### config.mk
export PLATFORM = sky130hd
export DESIGN_NAME = ext_rd_seq
export DESIGN_NICKNAME = d
export VERILOG_FILES = /design/src/rtl/ers_pkg.sv /design/src/rtl/ers_cfg_regs.sv /design/src/rtl/ers_cycle_cnt.sv /design/src/rtl/ers_fsm.sv /design/src/rtl/ext_rd_seq.sv
export SDC_FILE = /design/constraint.sdc
export NUM_CORES = 1
export LEC_CHECK = 0
export BUFFER_PORTS_ARGS = -buffer_cell sky130_fd_sc_hd__buf_4
export CORE_MARGIN = 10
export CORE_UTILIZATION = 55
export CTS_CLUSTER_SIZE = 28
export DETAILED_ROUTE_END_ITERATION = 16
export GPL_TIMING_DRIVEN = 0
export PLACE_DENSITY = 0.76
export SLEW_MARGIN = 20
export SYNTH_ARGS = -nofsm -noshare
export SYNTH_HDL_FRONTEND = slang
export SYNTH_HIERARCHICAL = 1
export SYNTH_SLANG_ARGS = --single-unit
### constraint.sdc
create_clock -name clk -period 8.45 [get_ports clk]
set_input_delay 1.2675 -clock clk [delete_from_list [all_inputs] [get_ports clk]]
set_output_delay 1.2675 -clock clk [all_outputs]
set_load 0.05 [all_outputs]
### src/rtl/ers_pkg.sv
// Package: shared widths, timing word layout and sequencer state encoding.
// Assumes every count field fits in the widest counter (CNT_W).
package ers_pkg;

    parameter int SETUP_W = 4;
    parameter int STRB_W  = 6;
    parameter int HOLD_W  = 4;

    localparam int CNT_W_A = (SETUP_W > STRB_W) ? SETUP_W : STRB_W;
    localparam int CNT_W   = (HOLD_W > CNT_W_A) ? HOLD_W : CNT_W_A;

    typedef struct packed {
        logic              page_en;
        logic [HOLD_W-1:0]  hold;
        logic [STRB_W-1:0]  strobe;
        logic [SETUP_W-1:0] setup;
    } ers_timing_t;

    localparam ers_timing_t TIMING_RST = '{
        page_en: 1'b0,
        hold:    {HOLD_W{1'b1}},
        strobe:  {STRB_W{1'b1}},
        setup:   {SETUP_W{1'b1}}
    };

    typedef enum logic [2:0] {
        ST_IDLE   = 3'd0,
        ST_SETUP  = 3'd1,
        ST_STROBE = 3'd2,
        ST_HOLD   = 3'd3,
        ST_OPEN   = 3'd4
    } ers_state_e;

endpackage

### src/rtl/ers_cfg_regs.sv
// Module: per-bank timing word register file.
// One word per bank, replaced whole when wr_en names that bank.
// Assumes wr_bank < NUM_BANKS; out-of-range indices write nothing.
module ers_cfg_regs
    import ers_pkg::*;
#(
    parameter int NUM_BANKS = 4,
    localparam int BANK_W   = (NUM_BANKS > 1) ? $clog2(NUM_BANKS) : 1
) (
    input  logic                          clk,
    input  logic                          rst_n,
    input  logic                          wr_en,
    input  logic [BANK_W-1:0]             wr_bank,
    input  ers_timing_t                   wr_val,
    output ers_timing_t [NUM_BANKS-1:0]   cfg_o
);

    for (genvar b = 0; b < NUM_BANKS; b++) begin : g_bank
        ers_timing_t word_q;

        // Hold the timing word of bank b, loading it on a matching write.
        always_ff @(posedge clk) begin
            if (!rst_n)
                word_q <= TIMING_RST;
            else if (wr_en && (wr_bank == BANK_W'(b)))
                word_q <= wr_val;
        end

        assign cfg_o[b] = word_q;
    end

endmodule

### src/rtl/ers_cycle_cnt.sv
// Module: phase length down-counter.
// A load sets the remaining count (length minus one); last_o flags the final
// cycle of the phase. The count rests at zero when not loaded.
module ers_cycle_cnt #(
    parameter int W = 6
) (
    input  logic         clk,
    input  logic         rst_n,
    input  logic         load,
    input  logic [W-1:0] load_val,
    output logic         last_o
);

    logic [W-1:0] cnt_q;

    // Load a new phase length or count the current one down to zero.
    always_ff @(posedge clk) begin
        if (!rst_n)
            cnt_q <= '0;
        else if (load)
            cnt_q <= load_val;
        else if (cnt_q != '0)
            cnt_q <= cnt_q - W'(1);
    end

    assign last_o = (cnt_q == '0);

endmodule

### src/rtl/ers_fsm.sv
// Module: read cycle control state machine.
// Accepts requests in IDLE or OPEN, snapshots the bank timing word at accept,
// sequences setup/strobe/hold through the shared counter, keeps a page open
// when enabled and parks a missing request while the open page is closed.
// Assumes cnt_last refers to the phase loaded on the previous transition.
module ers_fsm
    import ers_pkg::*;
#(
    parameter int NUM_BANKS = 4,
    parameter int ADDR_W    = 16,
    parameter int PAGE_LSB  = 3,
    localparam int BANK_W   = (NUM_BANKS > 1) ? $clog2(NUM_BANKS) : 1
) (
    input  logic                        clk,
    input  logic                        rst_n,
    input  logic                        req_valid,
    input  logic [BANK_W-1:0]           req_bank,
    input  logic [ADDR_W-1:0]           req_addr,
    input  ers_timing_t [NUM_BANKS-1:0] cfg,
    input  logic                        cnt_last,
    output logic                        cnt_load,
    output logic [CNT_W-1:0]            cnt_val,
    output ers_state_e                  state_o,
    output logic [BANK_W-1:0]           cur_bank_o,
    output logic [ADDR_W-1:0]           cur_addr_o,
    output logic                        cap_o,
    output logic                        ready_o
);

    ers_state_e         state_q, state_d;
    ers_timing_t        cur_t_q, pend_t_q, req_t;
    logic [BANK_W-1:0]  cur_bank_q, pend_bank_q;
    logic [ADDR_W-1:0]  cur_addr_q, pend_addr_q;
    logic               pend_valid_q;
    logic               load_cur, load_pend, pend_to_cur, page_hit;

    // Strobe length minus one, with a zero field stretched to one cycle.
    function automatic logic [CNT_W-1:0] strb_cnt(input ers_timing_t t);
        return (t.strobe == '0) ? '0 : CNT_W'(t.strobe) - CNT_W'(1);
    endfunction

    // First phase of a full cycle: setup when non-zero, else the strobe.
    function automatic ers_state_e first_state(input ers_timing_t t);
        return (t.setup != '0) ? ST_SETUP : ST_STROBE;
    endfunction

    // Counter value for the first phase of a full cycle.
    function automatic logic [CNT_W-1:0] first_cnt(input ers_timing_t t);
        return (t.setup != '0) ? CNT_W'(t.setup) - CNT_W'(1) : strb_cnt(t);
    endfunction

    assign req_t    = cfg[req_bank];
    assign ready_o  = (state_q == ST_IDLE) || (state_q == ST_OPEN);
    assign page_hit = (state_q == ST_OPEN) && (req_bank == cur_bank_q) &&
                      (req_addr[ADDR_W-1:PAGE_LSB] == cur_addr_q[ADDR_W-1:PAGE_LSB]) &&
                      req_t.page_en;

    // Choose the next phase and the counter load for it.
    always_comb begin
        state_d     = state_q;
        cnt_load    = 1'b0;
        cnt_val     = '0;
        cap_o       = 1'b0;
        load_cur    = 1'b0;
        load_pend   = 1'b0;
        pend_to_cur = 1'b0;
        unique case (state_q)
            ST_IDLE: begin
                if (req_valid) begin
                    load_cur = 1'b1;
                    state_d  = first_state(req_t);
                    cnt_load = 1'b1;
                    cnt_val  = first_cnt(req_t);
                end
            end
            ST_SETUP: begin
                if (cnt_last) begin
                    state_d  = ST_STROBE;
                    cnt_load = 1'b1;
                    cnt_val  = strb_cnt(cur_t_q);
                end
            end
            ST_STROBE: begin
                if (cnt_last) begin
                    cap_o = 1'b1;
                    if (cur_t_q.page_en) begin
                        state_d = ST_OPEN;
                    end else if (cur_t_q.hold != '0) begin
                        state_d  = ST_HOLD;
                        cnt_load = 1'b1;
                        cnt_val  = CNT_W'(cur_t_q.hold) - CNT_W'(1);
                    end else begin
                        state_d = ST_IDLE;
                    end
                end
            end
            ST_HOLD: begin
                if (cnt_last) begin
                    if (pend_valid_q) begin
                        pend_to_cur = 1'b1;
                        state_d     = first_state(pend_t_q);
                        cnt_load    = 1'b1;
                        cnt_val     = first_cnt(pend_t_q);
                    end else begin
                        state_d = ST_IDLE;
                    end
                end
            end
            ST_OPEN: begin
                if (req_valid) begin
                    if (page_hit) begin
                        load_cur = 1'b1;
                        state_d  = ST_STROBE;
                        cnt_load = 1'b1;
                        cnt_val  = strb_cnt(req_t);
                    end else if (cur_t_q.hold != '0) begin
                        load_pend = 1'b1;
                        state_d   = ST_HOLD;
                        cnt_load  = 1'b1;
                        cnt_val   = CNT_W'(cur_t_q.hold) - CNT_W'(1);
                    end else begin
                        load_cur = 1'b1;
                        state_d  = first_state(req_t);
                        cnt_load = 1'b1;
                        cnt_val  = first_cnt(req_t);
                    end
                end
            end
            default: state_d = ST_IDLE;
        endcase
    end

    // Advance the state register.
    always_ff @(posedge clk) begin
        if (!rst_n)
            state_q <= ST_IDLE;
        else
            state_q <= state_d;
    end

    // Capture the running read's bank, address and timing snapshot.
    always_ff @(posedge clk) begin
        if (!rst_n) begin
            cur_t_q    <= TIMING_RST;
            cur_bank_q <= '0;
            cur_addr_q <= '0;
        end else if (load_cur) begin
            cur_t_q    <= req_t;
            cur_bank_q <= req_bank;
            cur_addr_q <= req_addr;
        end else if (pend_to_cur) begin
            cur_t_q    <= pend_t_q;
            cur_bank_q <= pend_bank_q;
            cur_addr_q <= pend_addr_q;
        end
    end

    // Park a page-miss request while the open page is being closed.
    always_ff @(posedge clk) begin
        if (!rst_n) begin
            pend_valid_q <= 1'b0;
            pend_t_q     <= TIMING_RST;
            pend_bank_q  <= '0;
            pend_addr_q  <= '0;
        end else if (load_pend) begin
            pend_valid_q <= 1'b1;
            pend_t_q     <= req_t;
            pend_bank_q  <= req_bank;
            pend_addr_q  <= req_addr;
        end else if (pend_to_cur) begin
            pend_valid_q <= 1'b0;
        end
    end

    assign state_o    = state_q;
    assign cur_bank_o = cur_bank_q;
    assign cur_addr_o = cur_addr_q;

endmodule

### src/rtl/ext_rd_seq.sv
// Module: external bus read timing sequencer (top).
// Ties the timing register file, the phase counter and the control machine
// together, decodes the per-bank select and output enable from the state and
// registers read data at the end of the strobe.
// Assumes bus_data_in is valid at the edge that ends the last strobe cycle.
module ext_rd_seq
    import ers_pkg::*;
#(
    parameter int NUM_BANKS = 4,
    parameter int ADDR_W    = 16,
    parameter int DATA_W    = 16,
    parameter int PAGE_LSB  = 3,
    localparam int BANK_W   = (NUM_BANKS > 1) ? $clog2(NUM_BANKS) : 1
) (
    input  logic                 clk,
    input  logic                 rst_n,
    input  logic                 cfg_we,
    input  logic [BANK_W-1:0]    cfg_bank,
    input  logic [SETUP_W-1:0]   cfg_setup,
    input  logic [STRB_W-1:0]    cfg_strobe,
    input  logic [HOLD_W-1:0]    cfg_hold,
    input  logic                 cfg_page_en,
    input  logic                 req_valid,
    input  logic [BANK_W-1:0]    req_bank,
    input  logic [ADDR_W-1:0]    req_addr,
    output logic                 req_ready,
    output logic                 rsp_done,
    output logic [DATA_W-1:0]    rsp_data,
    output logic [ADDR_W-1:0]    bus_addr,
    output logic [NUM_BANKS-1:0] bus_cs_n,
    output logic                 bus_oe_n,
    input  logic [DATA_W-1:0]    bus_data_in
);

    ers_timing_t [NUM_BANKS-1:0] cfg;
    ers_timing_t                 wr_val;
    ers_state_e                  state;
    logic [BANK_W-1:0]           cur_bank;
    logic                        cnt_load, cnt_last, cap;
    logic [CNT_W-1:0]            cnt_val;

    assign wr_val = '{page_en: cfg_page_en, hold: cfg_hold,
                      strobe: cfg_strobe, setup: cfg_setup};

    ers_cfg_regs #(.NUM_BANKS(NUM_BANKS)) u_regs (
        .clk     (clk),
        .rst_n   (rst_n),
        .wr_en   (cfg_we),
        .wr_bank (cfg_bank),
        .wr_val  (wr_val),
        .cfg_o   (cfg)
    );

    ers_cycle_cnt #(.W(CNT_W)) u_cnt (
        .clk      (clk),
        .rst_n    (rst_n),
        .load     (cnt_load),
        .load_val (cnt_val),
        .last_o   (cnt_last)
    );

    ers_fsm #(.NUM_BANKS(NUM_BANKS), .ADDR_W(ADDR_W), .PAGE_LSB(PAGE_LSB)) u_fsm (
        .clk        (clk),
        .rst_n      (rst_n),
        .req_valid  (req_valid),
        .req_bank   (req_bank),
        .req_addr   (req_addr),
        .cfg        (cfg),
        .cnt_last   (cnt_last),
        .cnt_load   (cnt_load),
        .cnt_val    (cnt_val),
        .state_o    (state),
        .cur_bank_o (cur_bank),
        .cur_addr_o (bus_addr),
        .cap_o      (cap),
        .ready_o    (req_ready)
    );

    // One select line per bank, low while that bank owns the bus.
    for (genvar b = 0; b < NUM_BANKS; b++) begin : g_cs
        assign bus_cs_n[b] = !((state != ST_IDLE) && (cur_bank == BANK_W'(b)));
    end

    assign bus_oe_n = (state != ST_STROBE);

    // Register read data and the done pulse at the end of the strobe.
    always_ff @(posedge clk) begin
        if (!rst_n) begin
            rsp_done <= 1'b0;
            rsp_data <= '0;
        end else begin
            rsp_done <= cap;
            if (cap)
                rsp_data <= bus_data_in;
        end
    end

endmodule

# == After elaboration in Yosys (flattened, before gate mapping) ==
# Index checks and enable logic that the tools add are counted.
# word_totals
register_bits,149
wordCells,149
# classes
muxes,58
add_sub_neg,7
n_eq_ne,18
n_reduce_logical,33
n_lt_le_gt_ge,1
# op_table
operator,n
6-bit 2-to-1 mux,17
15-bit 2-to-1 mux,3
16-bit 2-to-1 mux,2
15-bit binary-select mux with 2-bit select,1
6-bit case mux with 5 select lines,1
3-bit 2-to-1 mux,9
6-bit logical NOT,4
6-bit by 1-bit subtractor with 6-bit output (second input constant),4
1-bit 2-to-1 mux,17
3-bit case mux with 5 select lines,1
4-bit by 1-bit subtractor with 5-bit output (second input constant),3
13-bit equality test,1
4-bit nonzero test,3
1-bit logical AND,11
2-bit 2-to-1 mux,5
2-bit inequality test (second input constant),5
2-bit equality test (second input constant),4
3-bit by 2-bit equality test with 1-bit output (second input constant),2
2-bit nonzero test,3
6-bit nonzero test,1
5-bit AND reduction,1
2-bit by 1-bit equality test with 1-bit output (second input constant),2
1-bit logical NOT,4
2-bit logical NOT,2
11 further kinds,11

# == Logic depth before layout (Yosys ltp) ==
# logic_depth
word_depth,10
ltp_mapped,13
depth_no_buf,12

# == By module ==
# Netlist, hierarchy kept.
# modules_own_cells
module,n_inst,seq_area_each_um2,area_per_inst_um2,cells_per_inst
ers_fsm,1,1321.3,4425.5,509
ers_cfg_regs,1,1201.2,2388.5,216
ext_rd_seq,1,340.3,689.4,61
ers_cycle_cnt,1,120.1,356.6,43

# == Worst setup path before layout ==
# Ideal clock, no wire load.
# synth_timing
path_kind,input-to-reg
start,input req_bank[0]
end,register u_cnt.cnt_q[1]
stages,13
setup_slack_ns,4.485
arrival_time_ns,3.833
required_time_ns,8.318
setup_time_ns,0.132
cell_sequence,buf_2 buf_2 mux4_2 inv_1 ha_1 nand2b_1 o2bb2a_1 or3_1 a21o_1 a2bb2oi_2 o211ai_1 nand3_1 o311ai_1
# synth_via
elab_chain_cells,10
elab_cells_between_ends,18
# synth_rtl
element,line_no,source
from (decl),ext_rd_seq.sv:24,"input logic [BANK_W-1:0] req_bank,"
15-bit binary-select mux with 2-bit select,ers_fsm.sv:52,assign req_t = cfg[req_bank];
15-bit 2-to-1 mux (implied by the code),ers_fsm.sv:52,
6-bit by 1-bit subtractor with 6-bit output / 6-bit logical NOT (equally long branches),ers_fsm.sv:39,return (t.strobe == '0) ? '0 : CNT_W'(t.strobe) - CNT_W'(1);
6-bit 2-to-1 mux,ers_fsm.sv:39,
6-bit 2-to-1 mux,ers_fsm.sv:49,return (t.setup != '0) ? CNT_W'(t.setup) - CNT_W'(1) : strb_cnt(t);
6-bit 2-to-1 mux,ers_fsm.sv:116,end else if (cur_t_q.hold != '0) begin
6-bit 2-to-1 mux,ers_fsm.sv:111,if (page_hit) begin
6-bit 2-to-1 mux,ers_fsm.sv:110,if (req_valid) begin
6-bit case mux with 5 select lines *,ers_fsm.sv:67,unique case (state_q)
via cnt_val[1],ext_rd_seq.sv:40,logic [CNT_W-1:0] cnt_val;
6-bit 2-to-1 mux *,ers_cycle_cnt.sv:20,else if (load)
to (signal assigned),ers_cycle_cnt.sv:21,cnt_q <= load_val;
to (signal assigned),ers_cycle_cnt.sv:23,cnt_q <= cnt_q - W'(1);
to (decl),ers_cycle_cnt.sv:14,logic [W-1:0] cnt_q;
# Mark *: on every way through the listed nets, which the timed path passes. The rest lies on a longest branch. The select of a mux whose other input is x is not followed.
# A chain may end at the register's enable or synchronous reset.

# == Final worst setup path ==
# layout_timing
start,input req_bank[0]
end,register u_cnt.cnt_q[0]
# The elaborated chain is that of the path after synthesis.

==> results.yml <==
clock_tree:
  cts_setup_buffers: 0
  path_clk_slew_ns: 0.06
  postCtsHoldBufs: 0
  htree_levels: 4
  ctsLongestPathBuffers: 2
  cts_tree: "built"
  root_buffer: "clkbuf_16"
  post_cts_resized: 0
  numCtsBuffers: 17
  cts.sinks: 149
  clkLatencyLatePin_ns: 0.42
worst_hold_path:
  worstHoldPathCells: 2
  hold_end: "u_regs/cfg_o[14]$_SDFFE_PN0P_"
  holdCritStartpoint: "u_regs/cfg_o[14]$_SDFFE_PN0P_"
  hold_class: "reg2reg"
worst_setup_path:
  r2r_cells: 11
  cpPeakStageDelay_ns: 0.59
  slowest_stage: "mux4_2"
  end_kind: "flip-flop"
  criticalPathCategory: "in2reg"
  critPathLaunchType: "input port"
  crit_top_cell: "buf_2"
  worst-r2r-setup-slack_ns: 4.93
  required_ns: 8.74
  reg2reg_from: "u_cnt/cnt_q[4]$_SDFFE_PN0P_"
  arrival_ns: 4.40
  crit_family: "compound AO/OA/AOI/OAI gates"
  cp.buffers_inverters: 3
  worstPathCellList: "buf_2, buf_2, mux4_2, inv_1, ha_1, and2_0, o2bb2a_1, o31ai_1, mux2i_1, nor4_1, a21oi_1, nand3_1, o311ai_1"
  reg2reg_to: "u_cnt/cnt_q[4]$_SDFFE_PN0P_"
  cp_max_fo: 10
drt:
  drcViolationCount: 0
  ant_nets: 0
  dr.pass1.iters: 5
  drt_iter0_drc: 567
  avgViaCountPerCell: 5.796
  postRouteWirelength_um: 20370
  vias: 6567
  wl_per_cell_um: 17.98
logic_synthesis:
  synth_edf_count: 0
  yosys_warnings: 6
  async_flop_share_pct: 0
  synth.area.top_cells: "dfxtp_1, mux2i_1, nor2b_1"
  synth_area_per_cell_sq_um: 9.481
  synth_top_area_share_pct: 37.95
  syn_nets: 895
  yosysTopAreaCell: "dfxtp_1"
  synth_cells: 829
  yosysSeqAreaShare_pct: 37.95
  synth-main-ff-cell: "dfxtp_1"
  syn-cell-area_sq_mm: 0.007860
  synth_cell_types: 69
  yosys_register_bits: 149
placed_design:
  portBuffers: 92
  dpl.hpwl_um: 14860
  gp_congestion: 0.9456
global_route:
  grt_pass1_wl_um: 32950
  grt_pass1_vias: 6346
  grt_antenna_before_repair: 0
  grt_max_degree: 17
  gr-usage-all-layers_pct: 20.44
  grt_overflow: 0
timing:
  grt_setup_unrepaired: "false"
  fmax_mhz: 243.0
  finalCritPeriodShare_pct: 48.69
  final.setup.tns_ns: 0
  skew_ns: 0.007575
  drv_slew: 0
  worst_pin_slew_ns: 0.9129
  hold_ws_ns: 0.4606
  finalCriticalPeriod_ns: 4.115
  final-hold-violation-count: 0
  setup_violations: 0
  slew_headroom_pct: 38.91
floorplanning:
  die_h_um: 139.5
  row_count: 43
  die_x_um: 139.5
  io_pins: 94
  start_util_pct: 56.41
  die_area_sq_mm: 0.01947
  core-area_sq_mm: 0.01393
run_status:
  status: "finished clean"
final_layout:
  layout.nets: 1006
  areaGrowthSynthToFinish_pct: 19.25
  antenna_cells: 0
  layout-drive-gt1-share_pct: 21.20
flow_run:
  max_cap_viol_count: 0
power_and_ir_drop:
  peakVddDrop_uv: 204.1
  p_comb_share_pct: 21.8
  seqPwrFrac_pct: 39.7
  clock_power_share_pct: 38.4
  p_leak_nw: 4.050
  swShare_pct: 30.44
  p_switching_uw: 602.0
  internal-power_mw: 1.375
  power_density_mw_per_mm2: 211.0
worst max-delay path by stage:
stage                            from                          end  slack (ns)  cells past startpoint
after detailed placement  req_bank[0]  u_cnt/cnt_q[0]$_SDFFE_PN0P_        3.96                     13
after CTS                 req_bank[0]  u_cnt/cnt_q[0]$_SDFFE_PN0P_        4.40                     13
after floorplan           req_bank[0]  u_cnt/cnt_q[1]$_SDFFE_PN0P_        4.48                     13
after global placement    req_bank[0]  u_cnt/cnt_q[1]$_SDFFE_PN0P_        4.01                     13
after global routing      req_bank[0]  u_cnt/cnt_q[0]$_SDFFE_PN0P_        4.16                     13
final                     req_bank[0]  u_cnt/cnt_q[0]$_SDFFE_PN0P_        4.34                     13
power by group through the flow:
stage	clock network, mW	registers, mW	logic, mW
finish	0.760	0.786	0.431
global route	0.804	0.791	0.467
CTS	0.774	0.785	0.430
detailed placement	0	0.801	0.427
global placement	0	0.799	0.424
floorplan	0	0.837	0.264
cells in the mapped netlist (3+ instances only):
library cell and count:
nand3_1 13, o21ai_0 35, a2bb2oi_1 3, nand3b_1 6, o31ai_1 5, mux2i_1 105
o22ai_1 5, nand2b_1 6, dfxtp_1 149, and2_1 4, buf_4 6, xor2_1 12
nor4_1 5, buf_2 16, ha_1 11, a21oi_1 16, o311ai_1 4, o211ai_1 15
o21a_1 4, nor2b_1 107, nor2_1 18, xnor2_1 13, mux4_2 13, buf_6 6
clkbuf_1 24, or3_1 3, mux2_2 21, nand2_1 88, nand4_1 20, nor3b_1 6
a221o_1 10, inv_1 23, nor3_1 13
stage by stage:
step	total power, mW	instances	area, sq um	util (%)	worst slack [ns]
final	1.977	1133	9373	67.26	4.335
after global routing	2.062	1133	9373	67.26	4.162
after CTS	1.989	1133	9373	67.26	4.404
after detailed placement	1.227	1101	8776	62.98	3.955
after global placement	1.223	1101	8776	62.98	4.013
after floorplan	1.100	829	7860	-	4.485
layout make-up:
cell class	instances	area (sq um)
Clock buffer	20	456.7
Clock inverter	12	140.1
Buffer	55	332.8
Inverter	23	86.33
Sequential cell	149	2983
Multi-Input combinational cell	602	4458
Tap cell	180	225.2
Timing Repair Buffer	92	690.7
Fill cell	1099	4562
state kept, by name (all words and copies together) (netlist names):
| name | flops |
|---|---|
| u_fsm/pend_t_q | 15 |
| rsp_data | 16 |
| u_regs/cfg_o | 60 |
| u_fsm/pend_valid_q | 1 |
| rsp_done | 1 |
| u_fsm/cur_bank_o | 2 |
| u_fsm/state_o | 3 |
| u_cnt/cnt_q | 6 |
| u_fsm/cur_t_q | 11 |
| u_fsm/pend_bank_q | 2 |
| u_fsm/cur_addr_o | 16 |
| u_fsm/pend_addr_q | 16 |
worst reg2reg max path, delay by kind of cell, from the launching register on:
kind / cells / cell delay [ns]
compound gates: 2 / 0.27
buf+inv: 3 / 0.85
flops: 1 / 0.32
simple gates: 6 / 1.97
kinds of logic (layout without fill, tap and decap cells):
group                    Yosys count  in the layout  synth area share, %
AND/OR/NAND/NOR                  306            306                21.36
AO/OA/AOI/OAI                    121            121                10.71
multiplexers                     139            139                20.11
XOR/XNOR                          25             25                2.786
adder cells (fa/ha/maj)           11             11                1.751
flip-flops                       149            149                37.95
buffers and inverters             78            202                5.333
per-layer routing:
metal / wire, um / up-vias / global-route usage [%]
li1: - / 3173 / -
met5: 0 / - / 0
met2: 9367 / 240 / 32.40
met1: 9033 / 3123 / 26.34
met4: 394 / 0 / 6.413
met3: 1573 / 31 / 5.716
layout by cell type (no fill, tap or decap), types with 6 or more instances in the layout:
cell type / instances
a21oi_1: 16
a221o_1: 10
buf_2: 16
buf_4: 98
buf_6: 6
clkbuf_1: 25
clkbuf_16: 17
dfxtp_1: 149
ha_1: 11
inv_1: 23
mux2_2: 21
mux2i_1: 105
mux4_2: 13
nand2_1: 88
nand2b_1: 6
nand3_1: 13
nand3b_1: 6
nand4_1: 20
nor2_1: 18
nor2b_1: 107
nor3_1: 13
nor3b_1: 6
o211ai_1: 15
o21ai_0: 35
xnor2_1: 13
xor2_1: 12
No activity file was read; power rests on OpenSTA's default activity.
